[src/rtl/pwm_cg_pkg.sv]
package pwm_cg_pkg;
  localparam int unsigned DEF_PRE_W = 8;
  localparam int unsigned DEF_CNT_W = 16;

  // Inactive level for a given polarity selection.
  function automatic logic idle_level(input logic act_high);
    return ~act_high;
  endfunction
endpackage

[src/rtl/pwm_cg_prescaler.sv]
module pwm_cg_prescaler #(
  parameter int unsigned PRE_W = pwm_cg_pkg::DEF_PRE_W
) (
  input  logic             clk,
  input  logic             rst_n,
  input  logic             run,
  input  logic             base_tick,
  input  logic [PRE_W-1:0] div_m1,
  output logic             cyc_tick,
  output logic [PRE_W-1:0] pre_cnt
);
  logic at_end;

  assign at_end   = (pre_cnt >= div_m1);
  assign cyc_tick = run & base_tick & at_end;

  always_ff @(posedge clk or negedge rst_n) begin
    if (!rst_n) begin
      pre_cnt <= '0;
    end else if (!run) begin
      pre_cnt <= '0;
    end else if (base_tick) begin
      if (at_end) pre_cnt <= '0;
      else        pre_cnt <= pre_cnt + 1'b1;
    end
  end
endmodule

[src/rtl/pwm_cg_period.sv]
module pwm_cg_period #(
  parameter int unsigned CNT_W = pwm_cg_pkg::DEF_CNT_W
) (
  input  logic             clk,
  input  logic             rst_n,
  input  logic             run,
  input  logic             cyc_tick,
  input  logic [CNT_W-1:0] ent_in,
  input  logic [CNT_W-1:0] act_in,
  output logic [CNT_W-1:0] cyc_idx,
  output logic [CNT_W-1:0] ent_q,
  output logic [CNT_W-1:0] act_q,
  output logic             wrap
);
  logic last_cyc;

  assign last_cyc = (cyc_idx == ent_q);
  assign wrap     = cyc_tick & last_cyc;

  // Cycle index within the period.
  always_ff @(posedge clk or negedge rst_n) begin
    if (!rst_n) begin
      cyc_idx <= '0;
    end else if (!run) begin
      cyc_idx <= '0;
    end else if (cyc_tick) begin
      if (last_cyc) cyc_idx <= '0;
      else          cyc_idx <= cyc_idx + 1'b1;
    end
  end

  // Shadow counts: follow inputs while idle, reload only on wrap.
  always_ff @(posedge clk or negedge rst_n) begin
    if (!rst_n) begin
      ent_q <= '0;
      act_q <= '0;
    end else if (!run || wrap) begin
      ent_q <= ent_in;
      act_q <= act_in;
    end
  end
endmodule

[src/rtl/pwm_cg_level.sv]
module pwm_cg_level #(
  parameter int unsigned CNT_W = pwm_cg_pkg::DEF_CNT_W
) (
  input  logic             run,
  input  logic [CNT_W-1:0] cyc_idx,
  input  logic [CNT_W-1:0] act_q,
  input  logic             act_high,
  output logic             pwm_out
);
  logic in_active;

  assign in_active = run && (cyc_idx >= act_q);

  always_comb begin
    if (in_active) pwm_out = act_high;
    else           pwm_out = pwm_cg_pkg::idle_level(act_high);
  end
endmodule

[src/rtl/pwm_cycle_gen.sv]
module pwm_cycle_gen #(
  parameter int unsigned PRE_W = pwm_cg_pkg::DEF_PRE_W,
  parameter int unsigned CNT_W = pwm_cg_pkg::DEF_CNT_W
) (
  input  logic             clk,
  input  logic             rst_n,
  input  logic             base_tick,
  input  logic             chan_en,
  input  logic [PRE_W-1:0] prescale_m1,
  input  logic [CNT_W-1:0] entire_cnt,
  input  logic [CNT_W-1:0] active_cnt,
  input  logic             act_high,
  output logic             pwm_out
);
  logic             cyc_tick;
  logic [PRE_W-1:0] pre_cnt;
  logic [CNT_W-1:0] cyc_idx;
  logic [CNT_W-1:0] ent_q;
  logic [CNT_W-1:0] act_q;
  logic             wrap;

  pwm_cg_prescaler #(.PRE_W(PRE_W)) u_pre (
    .clk      (clk),
    .rst_n    (rst_n),
    .run      (chan_en),
    .base_tick(base_tick),
    .div_m1   (prescale_m1),
    .cyc_tick (cyc_tick),
    .pre_cnt  (pre_cnt)
  );

  pwm_cg_period #(.CNT_W(CNT_W)) u_per (
    .clk     (clk),
    .rst_n   (rst_n),
    .run     (chan_en),
    .cyc_tick(cyc_tick),
    .ent_in  (entire_cnt),
    .act_in  (active_cnt),
    .cyc_idx (cyc_idx),
    .ent_q   (ent_q),
    .act_q   (act_q),
    .wrap    (wrap)
  );

  pwm_cg_level #(.CNT_W(CNT_W)) u_lvl (
    .run     (chan_en),
    .cyc_idx (cyc_idx),
    .act_q   (act_q),
    .act_high(act_high),
    .pwm_out (pwm_out)
  );
endmodule

[config.mk]
export PLATFORM = sky130hd
export DESIGN_NAME = pwm_cycle_gen
export DESIGN_NICKNAME = d
export VERILOG_FILES = /design/src/rtl/pwm_cg_pkg.sv /design/src/rtl/pwm_cg_prescaler.sv /design/src/rtl/pwm_cg_period.sv /design/src/rtl/pwm_cg_level.sv /design/src/rtl/pwm_cycle_gen.sv
export SDC_FILE = /design/constraint.sdc
export NUM_CORES = 1
export LEC_CHECK = 0
export ABC_AREA = 1
export BUFFER_PORTS_ARGS = -buffer_cell sky130_fd_sc_hd__buf_2
export CAP_MARGIN = 20
export CORE_ASPECT_RATIO = 2
export CORE_MARGIN = 2
export CORE_UTILIZATION = 40
export DETAILED_ROUTE_END_ITERATION = 10
export GPL_TIMING_DRIVEN = 0
export PLACE_DENSITY_LB_ADDON = 0.05
export SYNTH_ARGS = -nofsm -noshare
export SYNTH_HDL_FRONTEND = slang
export SYNTH_SLANG_ARGS = --single-unit
[constraint.sdc]
create_clock -name clk -period 2.35 [get_ports clk]
set_input_delay 0.235 -clock clk [delete_from_list [all_inputs] [get_ports clk]]
set_output_delay 0.235 -clock clk [all_outputs]
set_load 0.03 [all_outputs]
After elaboration in Yosys (flattened, before gate mapping)

Index checks and enable logic that the tools add are counted.

Muxes and demuxes: 7
Add/sub/neg operators: 2
Magnitude comparators: 2
Reductions and logical operators: 3
Bitwise operators: 4
Equality and inequality tests: 3

Operators with widths:

| operator                | count |
|---|---|
| $mux W16                | 3 |
| $mux W8                 | 3 |
| $add A16 B1 Y16 const B | 1 |
| $eq A16 B16 Y1          | 1 |
| $ge A16 B16 Y1          | 1 |
| $add A8 B1 Y8 const B   | 1 |
| $ge A8 B8 Y1            | 1 |
| $and A1 B1 Y1           | 3 |
| $ne A2 B1 Y1 const B    | 1 |
| $ne A2 B2 Y1 const B    | 1 |
| $logic_and A1 B1 Y1     | 1 |
| $logic_not A1 Y1        | 1 |
| $logic_or A1 B1 Y1      | 1 |
| $mux W1                 | 1 |
| $not A1 Y1              | 1 |

Register bits: 56
Output and inout port bits: 1

Longest topological paths before layout

Depth in word-level cells: 4
Gate-level depth with buffers: 15

Hierarchy

From an unflattened synthesis, not the netlist that was laid out.

Cells, all modules: 526
Area, all modules: 3,777.4 um^2

By module, submodules not included:

| module           | instances | cells an instance | area each (um^2) |
|---|---|---|---|
| pwm_cg_period    | 1         | 344               | 2,593.7 |
| pwm_cg_prescaler | 1         | 108               | 720.7 |
| pwm_cg_level     | 1         | 74                | 462.9 |

Worst setup path before layout

OpenSTA, ideal clock, no wires.

Kind: register to output
Start point: register u_per.cyc_idx[3]
End point: output port pwm_out
Arrival time: 1.463 ns
Slack: 0.652 ns
Stages on the path, launching flop included: 13
Buffers on the path: 0
Cell sequence: dfrtp_1 -> ha_1 -> nand2_1 -> nor2_1 -> nor2_1 -> nand2_1 -> nand2_1 -> nand2_1 -> nand2_1 -> nand2_1 -> nand2_1 -> nand2_1 -> nand2_1

Word-level cells in the longest chain between the ends: 3

Ends and longest elaborated chain:

| what                     | RTL line            | text |
|---|---|---|
| start: declaration       | pwm_cg_period.sv:10 | `output logic [CNT_W-1:0] cyc_idx,` |
| start signal: assignment | pwm_cg_period.sv:28 | `else cyc_idx <= cyc_idx + 1'b1;` |
| $ge A16 B16 Y1           | pwm_cg_level.sv:12  | `assign in_active = run && (cyc_idx >= act_q);` |
| $logic_and A1 B1 Y1      | pwm_cg_level.sv:12  |  |
| $mux W1                  | pwm_cg_level.sv:15  | `if (in_active) pwm_out = act_high;` |
| end: declaration         | pwm_cycle_gen.sv:13 | `output logic pwm_out` |

Every way passes these cells.

Final worst setup path

Start point: register u_per.cyc_idx[13]
End point: output port pwm_out

The elaborated chain is that of the path after synthesis.

==> reports/metrics.yaml <==
timing:
  rsz0062_at_grt: "no"
  slew_headroom_pct: 62.8
  holdWs_ps: 161
  fin_skew_ps: 4.23
  finalSetupTns_ps: 0
  setup_viol: 0
  fmax_ghz: 0.452
  tightest_slew_ps: 558
  min_period_ps: 2210
  fin_crit_sh_pct: 94.1
  hold_viol_final: 0
  drv_slew: 0
power_and_ir_drop:
  powerDensity_mw_per_mm2: 524
  switching_share_pct: 28.3
  vdd_drop_max_uv: 330
  p_clk_share_pct: 33.8
  leakagePower_nw: 2.30
  p_sw_mw: 0.621
  p_comb_share_pct: 16.5
  p_int_mw: 1.58
  sequentialPowerShare_pct: 49.7
worst_setup_path:
  crit_chain: "ha_1 -> nand4_1 -> nor3_1 -> nand2_1 -> nand2_2 -> nand3_1 -> nand2_1 -> clkbuf_4"
  slowest_delay_ps: 470
  arrival_ps: 1980
  crit_top_cell: "nand2_1"
  r2r-end: "u_per.ent_q[8]$_DFFE_PN0P_"
  r2r_slack_ps: 300
  crit_type: "flip-flop to primary output"
  worstPathMaxFanout: 5
  worst-r2r-cell-count: 12
  required_ps: 2120
  cp-start-kind: "flip-flop"
  slowest_stage: "dfrtp_1"
  r2r-start: "u_pre.pre_cnt[2]$_DFFE_PN0P_"
  worst_setup_path_end_kind: "primary output"
synthesis:
  synth-edff-count: 0
  synthCells: 505
  synth_top_area_share_pct: 38.9
  synth.top_cells.by_area: "dfrtp_1 (39%), nand2_1 (18%), ha_1 (9.0%), nand3_1 (7.8%), inv_1 (7.6%)"
  mappedNetlistArea_mm2: 0.00360
  synthArstFlopShare_pct: 100
  yosysTopAreaCell: "dfrtp_1"
  ys_top_cells_by_count: "nand2_1 (177), inv_1 (73), dfrtp_1 (56), nand3_1 (56), nor2_1 (32)"
  postSynthAreaPerCell_um2: 7.14
  synth.most_common_cell: "nand2_1"
  synth_flop_cell: "dfrtp_1"
  synth-seq-area-share_pct: 38.9
  synth_seq_cells: 56
  syn_nets: 576
  synth.distinct_cells: 27
  ys_warn_count: 0
run:
  max-cap-violations: 0
global_routing:
  top_usage_layer: "met2"
  gr-total-overflow: 0
  gr-usage-met2_pct: 34.8
  grt_pass1_vias: 3130
  grt_max_degree: 37
  grt_pass1_wl_mm: 14.9
  grtUsageMet3_pct: 2.26
  grtUsageTotal_pct: 19.2
  use_met1_pct: 22.5
  antenna_found_initial: 0
floorplan:
  ioPinCount: 46
  fp.coreArea_mm2: 0.00889
  die-area_mm2: 0.00983
  start_util_pct: 40.5
  die_w_um: 71.1
  rows: 49
  die_h_um: 138
cts:
  cts_max_level: 2
  cts.path.max_buffers: 2
  clk_latency_ps: 300
  cts_inserted_buffers: 5
  clk_pin_slew_ps: 70
  cts_num_sinks: 56
  cts_root_buf: "clkbuf_16"
  tritoncts: "built"
worst_hold_path:
  min_to: "u_per.act_q[8]$_DFFE_PN0P_"
  hp-start: "active_cnt[8]"
  holdCritPathClass: "primary input to flip-flop"
  holdPathStages: 3
layout:
  areaGrowthSynthToFinish_pct: 16.4
  final_util_pct: 47.2
  drive_gt1_share_pct: 15.5
  final_cells: 668
  n_antenna_cell: 0
  fin_nets: 637
routing:
  drc: 0
  ant_nets: 0
  vias: 3273
  wl_mm: 8.96
  viasPerCell: 4.90
  drtIter0Drc: 127
  dr.pass1.iters: 4
  wire_per_inst_um: 13.4
place:
  gp_congestion: 0.830
  dp_hpwl_mm: 6.91
  dp_cells: 653
  io_buffers: 45
status:
  status: "completed"
[worst max-delay path, delay by kind of cell (launching register included)]
| family | cells | cell delay, ps |
|---|---|---|
| AND/OR/NAND/NOR | 6 | 670 |
| flip-flops | 1 | 470 |
| adder cells (fa/ha/maj) | 1 | 340 |
| buffers and inverters | 1 | 180 |
[per-stage QoR]
| step | cell area, um^2 | power [mW] | setup slack, ps |
|---|---|---|---|
| floorplan | 3600 | 1.33 | 652 |
| global placement | 3960 | 1.46 | 330 |
| detailed placement | 3980 | 1.48 | 289 |
| CTS | 4120 | 2.23 | 44.8 |
| global route | 4200 | 2.34 | 6.19 |
| finish | 4200 | 2.20 | 138 |
[placed cells by master (no fill, tap or decap), types with 3 or more instances in the layout]
cell | Yosys | final
nand2_1 | 177 | 176
inv_1 | 73 | 73
nand3_1 | 56 | 56
dfrtp_1 | 56 | 52
buf_2 | 6 | 50
nor2_1 | 32 | 32
ha_1 | 26 | 25
o21ai_0 | 21 | 20
xor2_1 | 11 | 11
buf_4 | 3 | 10
a21oi_1 | 9 | 9
o22ai_1 | 5 | 5
clkbuf_16 | 0 | 5
nor3_1 | 4 | 4
nand2_2 | 3 | 4
inv_2 | 4 | 4
dfrtp_2 | 0 | 4
nand4_1 | 3 | 3
buf_6 | 3 | 3
[state kept, by name, summed over array words and instances (netlist names)]
name	flops
u_per.cyc_idx	16
u_per.ent_q	16
u_per.act_q	16
u_pre.pre_cnt	8
[what timing repair did]
item | CTS | global route
buffers inserted | 0 | 7
hold endpoints to repair | 20 | 0
hold buffers | 1 | 0
resized for setup | 0 | 8
setup endpoints to repair | 0 | 1
[layer usage]
layer / up-vias / part of all wire (%)
met5: - / 0
met4: 0 / 2.9
met3: 18 / 3.3
met2: 66 / 54
met1: 1490 / 40
li1: 1699 / -
[worst max-delay path by stage]
stage | from | end | slack, ps | cells after the start
after global placement | u_pre.pre_cnt[5]$_DFFE_PN0P_ | u_per.ent_q[8]$_DFFE_PN0P_ | 330 | 9
after floorplan | u_per.cyc_idx[3]$_DFFE_PN0P_ | pwm_out | 650 | 12
final | u_per.cyc_idx[13]$_DFFE_PN0P_ | pwm_out | 140 | 8
after CTS | u_per.cyc_idx[3]$_DFFE_PN0P_ | pwm_out | 40 | 12
after detailed placement | u_pre.pre_cnt[2]$_DFFE_PN0P_ | u_per.ent_q[8]$_DFFE_PN0P_ | 290 | 12
after global routing | u_per.cyc_idx[0]$_DFFE_PN0P_ | pwm_out | 6 | 14
[final cells by class]
type                    instances  area (um^2)
flip-flops and latches         56         1410
fillers                       938         4690
plain buffers                  13         90.1
inverters                      77          289
well taps                     102          128
clock buffers                   6          129
multi-input cells             359         1840
clock inverters                 1         5.00
repair buffers                 54          310
[power by group through the flow]
stage	logic, mW	registers [mW]	clock network [mW]
6_report	0.362	1.09	0.742
3_5_place_dp	0.368	1.11	0
5_1_grt	0.430	1.10	0.807
2_1_floorplan	0.240	1.09	0
4_1_cts	0.371	1.09	0.769
3_3_place_gp	0.354	1.11	0
[logic make-up (layout without fill, tap and decap cells)]
family | after synthesis | count (layout) | synth area share [%]
AOI/OAI and AO/OA | 39 | 39 | 5.80
xor gates and xnor gates | 12 | 12 | 2.92
DFF | 56 | 56 | 38.9
buffers and inverters | 90 | 151 | 10.5
and+or+nand+nor | 282 | 282 | 32.8
adders and majority gates | 26 | 26 | 9.03
Note: power is estimated with default switching activity, not from simulation.
